==> src/rtl/nco_pkg.sv <==
package nco_pkg;

  localparam int NOISE_W = 16;
  localparam logic [NOISE_W-1:0] NOISE_SEED = 16'hACE1;

  typedef struct packed {
    logic stepPhase;
    logic loadTable;
    logic loadOut;
    logic ditherOn;
  } nco_strobe_t;

  function automatic logic [NOISE_W-1:0] noiseNext(input logic [NOISE_W-1:0] cur);
    return {cur[NOISE_W-2:0], cur[15] ^ cur[13] ^ cur[12] ^ cur[10]};
  endfunction

endpackage

==> src/rtl/nco_quarter_rom.sv <==
module nco_quarter_rom #(
  parameter int IDX_W  = 6,
  parameter int SAMP_W = 16
) (
  input  logic [IDX_W-1:0]  idxA,
  input  logic [IDX_W-1:0]  idxB,
  output logic [SAMP_W-1:0] magA,
  output logic [SAMP_W-1:0] magB
);
  localparam int  DEPTH   = 1 << IDX_W;
  localparam real HALF_PI = 1.57079632679489661923;
  localparam real AMP     = real'((2 ** (SAMP_W - 1)) - 1);

  logic [SAMP_W-1:0] quarterTbl [DEPTH];

  // Each entry sits half a step off the axis so that backward reads
  // through the complemented index mirror the curve exactly.
  for (genvar k = 0; k < DEPTH; k++) begin : gEntry
    localparam real ANG = (real'(k) + 0.5) * HALF_PI / real'(DEPTH);
    localparam int  VAL = $rtoi(AMP * $sin(ANG) + 0.5);
    assign quarterTbl[k] = SAMP_W'(VAL);
  end

  assign magA = quarterTbl[idxA];
  assign magB = quarterTbl[idxB];

endmodule

==> src/rtl/nco_ctrl.sv <==
module nco_ctrl
  import nco_pkg::*;
(
  input  logic               clk,
  input  logic               rst,
  input  logic               enable,
  input  logic               ditherEn,
  output nco_strobe_t        strobe,
  output logic [NOISE_W-1:0] noiseBits,
  output logic               outValid
);
  logic tableValid;
  logic [NOISE_W-1:0] noiseReg;

  always_ff @(posedge clk) begin
    if (rst) begin
      tableValid <= 1'b0;
      outValid   <= 1'b0;
      noiseReg   <= NOISE_SEED;
    end else begin
      tableValid <= enable;
      outValid   <= tableValid;
      if (enable) noiseReg <= noiseNext(noiseReg);
    end
  end

  always_comb begin
    strobe.stepPhase = enable;
    strobe.loadTable = enable;
    strobe.loadOut   = tableValid;
    strobe.ditherOn  = ditherEn;
  end

  assign noiseBits = noiseReg;

endmodule

==> src/rtl/nco_datapath.sv <==
module nco_datapath
  import nco_pkg::*;
#(
  parameter int PHASE_W = 24,
  parameter int ADDR_W  = 8,
  parameter int SAMP_W  = 16
) (
  input  logic                     clk,
  input  logic                     rst,
  input  nco_strobe_t              strobe,
  input  logic [PHASE_W-1:0]       freqWord,
  input  logic [NOISE_W-1:0]       noiseBits,
  output logic signed [SAMP_W-1:0] cosOut,
  output logic signed [SAMP_W-1:0] sinOut
);
  localparam int TRUNC_W = PHASE_W - ADDR_W;
  localparam int IDX_W   = ADDR_W - 2;

  logic [PHASE_W-1:0] phaseAcc;
  logic [PHASE_W-1:0] ditherVal;
  logic [PHASE_W-1:0] ditheredPhase;
  logic [ADDR_W-1:0]  circleAddr;
  logic [1:0]         quadrant;
  logic [IDX_W-1:0]   quarterIdx;
  logic [IDX_W-1:0]   sinIdx;
  logic [IDX_W-1:0]   cosIdx;
  logic [SAMP_W-1:0]  sinMagRd;
  logic [SAMP_W-1:0]  cosMagRd;
  logic [SAMP_W-1:0]  sinMag;
  logic [SAMP_W-1:0]  cosMag;
  logic               sinNeg;
  logic               cosNeg;

  // Noise confined to the discarded field
  if (TRUNC_W >= NOISE_W) begin : gWideTrunc
    assign ditherVal = PHASE_W'(noiseBits);
  end else begin : gNarrowTrunc
    assign ditherVal = PHASE_W'(noiseBits[TRUNC_W-1:0]);
  end

  always_ff @(posedge clk) begin
    if (rst) phaseAcc <= '0;
    else if (strobe.stepPhase) phaseAcc <= phaseAcc + freqWord;
  end

  always_comb begin
    ditheredPhase = phaseAcc + (strobe.ditherOn ? ditherVal : '0);
    circleAddr    = ditheredPhase[PHASE_W-1 -: ADDR_W];
    quadrant      = circleAddr[ADDR_W-1 -: 2];
    quarterIdx    = circleAddr[IDX_W-1:0];
    sinIdx        = quadrant[0] ? ~quarterIdx : quarterIdx;
    cosIdx        = quadrant[0] ? quarterIdx : ~quarterIdx;
  end

  nco_quarter_rom #(
    .IDX_W  (IDX_W),
    .SAMP_W (SAMP_W)
  ) u_rom (
    .idxA (sinIdx),
    .idxB (cosIdx),
    .magA (sinMagRd),
    .magB (cosMagRd)
  );

  always_ff @(posedge clk) begin
    if (rst) begin
      sinMag <= '0;
      cosMag <= '0;
      sinNeg <= 1'b0;
      cosNeg <= 1'b0;
    end else if (strobe.loadTable) begin
      sinMag <= sinMagRd;
      cosMag <= cosMagRd;
      sinNeg <= quadrant[1];
      cosNeg <= quadrant[1] ^ quadrant[0];
    end
  end

  always_ff @(posedge clk) begin
    if (rst) begin
      sinOut <= '0;
      cosOut <= '0;
    end else if (strobe.loadOut) begin
      sinOut <= sinNeg ? -$signed(sinMag) : $signed(sinMag);
      cosOut <= cosNeg ? -$signed(cosMag) : $signed(cosMag);
    end
  end

endmodule

==> src/rtl/nco_sine_gen.sv <==
module nco_sine_gen
  import nco_pkg::*;
#(
  parameter int PHASE_W = 24,
  parameter int ADDR_W  = 8,
  parameter int SAMP_W  = 16
) (
  input  logic                     clk,
  input  logic                     rst,
  input  logic                     enable,
  input  logic [PHASE_W-1:0]       freqWord,
  input  logic                     ditherEn,
  output logic signed [SAMP_W-1:0] cosOut,
  output logic signed [SAMP_W-1:0] sinOut,
  output logic                     outValid
);
  nco_strobe_t        strobe;
  logic [NOISE_W-1:0] noiseBits;

  nco_ctrl u_ctrl (
    .clk       (clk),
    .rst       (rst),
    .enable    (enable),
    .ditherEn  (ditherEn),
    .strobe    (strobe),
    .noiseBits (noiseBits),
    .outValid  (outValid)
  );

  nco_datapath #(
    .PHASE_W (PHASE_W),
    .ADDR_W  (ADDR_W),
    .SAMP_W  (SAMP_W)
  ) u_data (
    .clk       (clk),
    .rst       (rst),
    .strobe    (strobe),
    .freqWord  (freqWord),
    .noiseBits (noiseBits),
    .cosOut    (cosOut),
    .sinOut    (sinOut)
  );

endmodule

==> config.mk <==
export PLATFORM = sky130hd
export DESIGN_NAME = nco_sine_gen
export DESIGN_NICKNAME = d
export VERILOG_FILES = /design/src/rtl/nco_pkg.sv /design/src/rtl/nco_quarter_rom.sv /design/src/rtl/nco_ctrl.sv /design/src/rtl/nco_datapath.sv /design/src/rtl/nco_sine_gen.sv
export SDC_FILE = /design/constraint.sdc
export NUM_CORES = 1
export LEC_CHECK = 0
export ABC_AREA = 0
export ABC_CLOCK_PERIOD_IN_PS = 4600
export BUFFER_PORTS_ARGS = -buffer_cell sky130_fd_sc_hd__buf_2
export CAP_MARGIN = 30
export CORE_ASPECT_RATIO = 2
export CORE_MARGIN = 8
export CORE_UTILIZATION = 45
export CTS_BUF_LIST = sky130_fd_sc_hd__clkbuf_8
export DETAILED_ROUTE_END_ITERATION = 16
export HOLD_SLACK_MARGIN = 0.03
export PLACE_DENSITY = 0.74
export SYNTH_ARGS = -nofsm -noshare
export SYNTH_HDL_FRONTEND = slang
export SYNTH_HIERARCHICAL = 1
export SYNTH_SLANG_ARGS = --single-unit
export TNS_END_PERCENT = 30
==> constraint.sdc <==
create_clock -name clk -period 4.6 [get_ports clk]
set_input_delay 0.23 -clock clk [delete_from_list [all_inputs] [get_ports clk]]
set_output_delay 0.23 -clock clk [all_outputs]
set_load 0.1 [all_outputs]
======== After elaboration in Yosys (flattened, before gate mapping) ========
Memories as Yosys holds them, arrays and structs flattened. A register that Yosys moved wholly into a read port is not among the register bits.
Index checks and enable logic that the tools add are counted.
cells by class
  $add $sub $neg .......................... 4
  mux-type cells .......................... 5
  bitwise logic cells ..................... 7
operators by type and width
  cell              count
  $add A24 B24 Y24  2
  $mux W16          3
  $neg A16 Y16      2
  $not A6 Y7        2
  $mux W6           2
  $not A6 Y6        1
  $xor A1 B1 Y1     4
word-level totals
  register bits after elaboration ......... 76
  ROM bits ................................ 2048
  bits of input ports ..................... 28
  output and inout port bits .............. 33
  logic and storage cells ................. 26
  memories ................................ 2
memories
  memory           depth  width  rd ports  clocked after memory_dff  wr ports  line                   RTL
  (no name shown)  64     16     1         1                         0         nco_quarter_rom.sv:25  assign magB = quarterTbl[idxB];
  (no name shown)  64     16     1         1                         0         nco_quarter_rom.sv:24  assign magA = quarterTbl[idxA];

======== Depth between registers and ports, before layout ========
  word-level depth ........................ 5
  mapped depth ............................ 23
  mapped depth without buffers ............ 18

======== Modules after synthesis ========
Netlist, hierarchy kept.
modules (own cells, without submodules)
  module           instances  cells each  area each (um^2)  seq. area each (um^2)
  nco_datapath     1          660         5602.9            1801.7
  nco_quarter_rom  1          444         3070.4            0.0
  nco_ctrl         1          63          706.9             360.3

======== Least setup slack after synthesis ========
OpenSTA, ideal clock, no wires.
  kind .................................... input to register
  from .................................... input ditherEn
  to ...................................... register u_data.cosMag[1]
  library setup time ...................... 0.128 ns
  arrival ................................. 4.484 ns
  data required time ...................... 4.472 ns
  setup slack ............................. -0.011 ns
  cell stages on the path ................. 23
  path buffers ............................ 5
  cell sequence ........................... buf_4 -> clkbuf_1 -> and2_1 -> ha_1 -> a211oi_1 -> o21ai_0 -> a22oi_1 -> a21oi_1 -> clkbuf_1 -> nand3_1 -> o21a_1 -> xor2_1 -> inv_1 -> buf_4 -> inv_1 -> ha_1 -> buf_2 -> nor2_1 -> a21oi_1 -> o21a_1 -> mux4_2 -> mux2i_1 -> nor2_1
between the ends
  word-level cells in the longest chain between the ends .. 5
RTL lines
  what                                  line                   RTL
  start, declared                       nco_sine_gen.sv:12     input logic ditherEn,
  $mux W16 (*)                          nco_datapath.sv:47     ditheredPhase = phaseAcc + (strobe.ditherOn ? ditherVal : '0);
  $add A24 B24 Y24 (*)                  nco_datapath.sv:47
  $not A6 Y6                            nco_datapath.sv:52     cosIdx = quadrant[0] ? quarterIdx : ~quarterIdx;
  $mux W6 (*)                           nco_datapath.sv:52
  net u_data.cosIdx[1]                  nco_datapath.sv:26     logic [IDX_W-1:0] cosIdx;
  $not A6 Y7 (implied by the code) (*)  nco_quarter_rom.sv:25
  end, declared                         nco_datapath.sv:30     logic [SAMP_W-1:0] cosMag;
Mark *: on every way through the listed nets, which the timed path passes. The rest lies on a longest branch.
A chain may end at the register's enable or synchronous reset.

======== Worst setup path after layout ========
  from .................................... register u_ctrl.noiseReg[11], in the netlist u_ctrl/noiseBits[11]
  to ...................................... register u_data.sinMag[1]
between the ends
  word-level cells in the longest chain between the ends .. 5
RTL lines
  what                                  line                   RTL
  start, declared                       nco_ctrl.sv:13         logic [NOISE_W-1:0] noiseReg;
  start signal, assigned                nco_ctrl.sv:23         if (enable) noiseReg <= noiseNext(noiseReg);
  $mux W16 (*)                          nco_datapath.sv:47
  $add A24 B24 Y24 (*)                  nco_datapath.sv:47
  $not A6 Y6                            nco_datapath.sv:51     sinIdx = quadrant[0] ? ~quarterIdx : quarterIdx;
  $mux W6 (*)                           nco_datapath.sv:51
  net u_data.sinIdx[0]                  nco_datapath.sv:25     logic [IDX_W-1:0] sinIdx;
  $not A6 Y7 (implied by the code) (*)  nco_quarter_rom.sv:24
  end, declared                         nco_datapath.sv:29     logic [SAMP_W-1:0] sinMag;
Marks and branches as above.

==> impl_metrics.json <==
{
  "timing.rr.end": "u_data/sinMag[1]$_SDFFE_PP0P_",
  "die_w_um": 118,
  "drt_iter0_markers": 799,
  "min_to": "u_data/phaseAcc[0]$_SDFFE_PP0P_",
  "period_minus_slack_ns": 4.32,
  "numClockSinks": 108,
  "crit_fanout": 12,
  "whs_ns": 0.205,
  "stdcell_count": 1451,
  "area_growth_pct": 7.47,
  "hold_viol": 0,
  "drt_wl_total_um": 25900,
  "cts_htree_levels": 3,
  "switching_power_mw": 2.50,
  "required_ns": 4.86,
  "finalNetCount": 1276,
  "path_clk_slew_ns": 0.13,
  "grt_pass1_vias": 8131,
  "netlist.area_leader.share_pct": 23.0,
  "r2r_slack_ns": 0.28,
  "grt_usage_pct": 19.4,
  "syn_inst": 1167,
  "crit_chain": "and2_1 > ha_1 > a211oi_1 > o21ai_0 > a22oi_1 > a21oi_1 > a32oi_1 > xor2_1 > inv_1 > ha_1 > or2_2 > a21oi_1 > a21o_1 > mux4_2 > mux2i_1 > nor2_1",
  "cts_setup_buffers": 0,
  "layout_commonest_cell": "nor2_1",
  "synth_edf_count": 0,
  "grt_max_degree": 63,
  "io_buffer_count": 60,
  "ys_ff_latch": 108,
  "whs_path_depth": 4,
  "critPathSlowestCell": "ha_1",
  "avgSynthCellArea_um2": 8.04,
  "p_leak_nw": 4.29,
  "ioPinCount": 61,
  "postRouteAntennaNets": 0,
  "cts_root_buffer": "clkbuf_8",
  "gp_congestion": 0.945,
  "end_kind": "register",
  "syn_area_um2": 9380,
  "rsz0062_at_grt": "no",
  "rows": 75,
  "numCtsBuffers": 9,
  "clock_skew_ns": 0.0185,
  "synth-simple-area-share_pct": 20.1,
  "drive_above_1_share_pct": 14.0,
  "seq_area_frac_synth_pct": 23.0,
  "clock_latency_ns": 0.39,
  "cp_slowest_stage_delay_ns": 0.58,
  "r2r_cells": 16,
  "path_class": "reg2reg",
  "placed_area_um2": 9860,
  "p_seq_share_pct": 25.3,
  "power_per_cell_area_nw_per_um2": 505,
  "fin_util_pct": 48.6,
  "slew_headroom_pct": 39.6,
  "synth-adder-area-share_pct": 9.55,
  "core_area_um2": 20700,
  "tightest_slew_ns": 0.905,
  "min_from": "freqWord[0]",
  "ys_types": 88,
  "synth_mux_area_share_pct": 11.0,
  "grt-ovfl-total": 0,
  "clockBufferDepth": 2,
  "drc": 0,
  "setup_violations": 0,
  "status": "complete, no violations",
  "fp.dieH_um": 220,
  "antenna_cells": 0,
  "routed_via_density": 5.98,
  "dieArea_um2": 26000,
  "synth_compound_area_share_pct": 24.0,
  "dr.pass1.iters": 5,
  "yosysWarnings": 6,
  "maxCapViolations": 0,
  "p_sw_share_pct": 49.1,
  "irDropWorstVdd_v": 0.000341,
  "cts_tree": "yes",
  "wl_per_cell_um": 17.8,
  "synth_area_leaders": "dfxtp_1, ha_1, mux2i_1",
  "reg2reg_from": "u_ctrl/noiseBits[11]$_SDFFE_PP1P_",
  "period_share_pct": 93.8,
  "synthXorXnorAreaFrac_pct": 5.51,
  "fmax_mhz": 232,
  "internal_power_mw": 2.59,
  "num_vias": 8675,
  "synth_top_family_by_area": "compound AO/OA/AOI/OAI gates",
  "cp.arrival_ns": 4.57,
  "hpwl_um": 19100,
  "p_clk_share_pct": 11.7,
  "p_comb_share_pct": 62.9,
  "dp_cells": 1434,
  "grt_pass1_wl_um": 42200,
  "post-synth-top-area-cell": "dfxtp_1",
  "setup-tns-final_ns": 0,
  "finalInstanceArea_um2": 10100,
  "async_flop_share_pct": 0,
  "synthFlopType": "dfxtp_1",
  "slew_violations": 0,
  "hold_class": "in2reg",
  "grt_antenna_before_repair": 0,
  "initial_core_util_pct": 45.2,
  "cp-start-kind": "register",
  "layout_common_cells": "nor2_1, dfxtp_1, a21oi_1"
}
[worst max-delay path by stage]
stage / from / cells past startpoint / endpoint / slack [ns]
2_1_floorplan: ditherEn / 21 / u_data/cosMag[1]$_SDFFE_PP0P_ / 0.01
3_3_place_gp: ditherEn / 16 / u_data/cosMag[4]$_SDFFE_PP0P_ / 0.30
3_5_place_dp: ditherEn / 17 / u_data/sinMag[1]$_SDFFE_PP0P_ / 0.28
4_1_cts: u_ctrl/noiseBits[12]$_SDFFE_PP0P_ / 15 / u_data/cosMag[4]$_SDFFE_PP0P_ / 0.26
5_1_grt: u_ctrl/noiseBits[11]$_SDFFE_PP1P_ / 16 / u_data/sinMag[1]$_SDFFE_PP0P_ / 0.02
6_report: u_ctrl/noiseBits[11]$_SDFFE_PP1P_ / 16 / u_data/sinMag[1]$_SDFFE_PP0P_ / 0.28
[area by class of cell]
cell class,count,area (µm²)
clock buffer,9,124
fill,2028,10700
sequential,108,2160
inverter,35,131
clock inverter,7,78.8
multi-input combinational,932,6680
tap,269,337
timing repair buffer,91,563
[power by group through the flow]
stage	logic (mW)	registers [mW]	clock network (mW)
floorplan	2.31	1.42	0
global placement	3.12	1.31	0
detailed placement	3.14	1.31	0
CTS	3.16	1.29	0.614
global route	3.50	1.31	0.649
finish	3.20	1.29	0.598
[flip-flops by register name, summed over array words and instances (netlist names)]
name	cells
u_data/sinNeg	1
u_data/cosNeg	1
u_data/cosMag	16
u_data/cosOut	16
u_data/sinOut	16
u_ctrl/outValid	1
u_data/phaseAcc	24
u_ctrl/noiseBits	16
u_ctrl/tableValid	1
u_data/sinMag	16
[metrics by stage]
step | setup slack (ns) | power, mW
global route | 0.0165 | 5.46
CTS | 0.258 | 5.06
global placement | 0.302 | 4.43
finish | 0.285 | 5.09
floorplan | 0.0138 | 3.73
detailed placement | 0.276 | 4.45
[critical path, delay by kind of cell (launching register included)]
family / cells / cell delay, ns
multiplexers: 2 / 0.59
flip-flops: 1 / 0.34
adder cells (fa/ha/maj): 2 / 0.87
buffers and inverters: 1 / 0.23
AND/OR/NAND/NOR: 3 / 0.45
XOR/XNOR: 1 / 0.35
AO/OA/AOI/OAI: 7 / 1.34
[synthesized netlist by cell type, types with 4 or more instances]
cell type  number
nand3b_1        7
and3_1          8
o21a_1          8
or3_1           5
nand3_1        22
nor2b_1        27
mux4_2         14
o2111ai_1       5
nand2b_1       23
and2b_2         4
and2_1         18
nor2_1        144
ha_1           70
buf_4          13
a21o_1         13
clkbuf_1       39
a31o_2          8
o21ai_0        59
a211o_1        10
inv_1          32
o41ai_1         4
or4_1           6
o211ai_1       21
xor2_1         35
xnor2_1        24
buf_1           9
a221oi_1        5
a31oi_1        15
a211oi_1       36
dfxtp_1       108
o311ai_0        4
buf_6           6
nand2_1        72
buf_2          24
or2_2           5
nor3_1         20
a21oi_1        77
mux2i_1        66
nand4_1         6
o31ai_1        15
[layer usage]
metal	wire (µm)	share of wire, %	vias up	track usage, %
li1	-	-	4239	-
met1	11200	43	4056	24.7
met2	12500	48	321	33.1
met3	1460	5.6	59	2.91
met4	664	2.6	0	5.93
met5	0	0	-	0
[cells by family (layout without fill, tap and decap cells)]
family	Yosys count	in the layout
simple gates	386	386
compound gates	329	329
buf+inv	129	142
flops	108	108
mux	84	84
fa+ha+maj	71	71
xor+xnor	59	60
other cells	1	2
[timing repair]
item | in CTS | in global routing
endpoints found under the setup margin | 0 | 3
hold buffers | 0 | 0
endpoints found under the hold margin | 0 | 0
gates resized for setup | 0 | 0
Power figures use the tool's default switching activity.
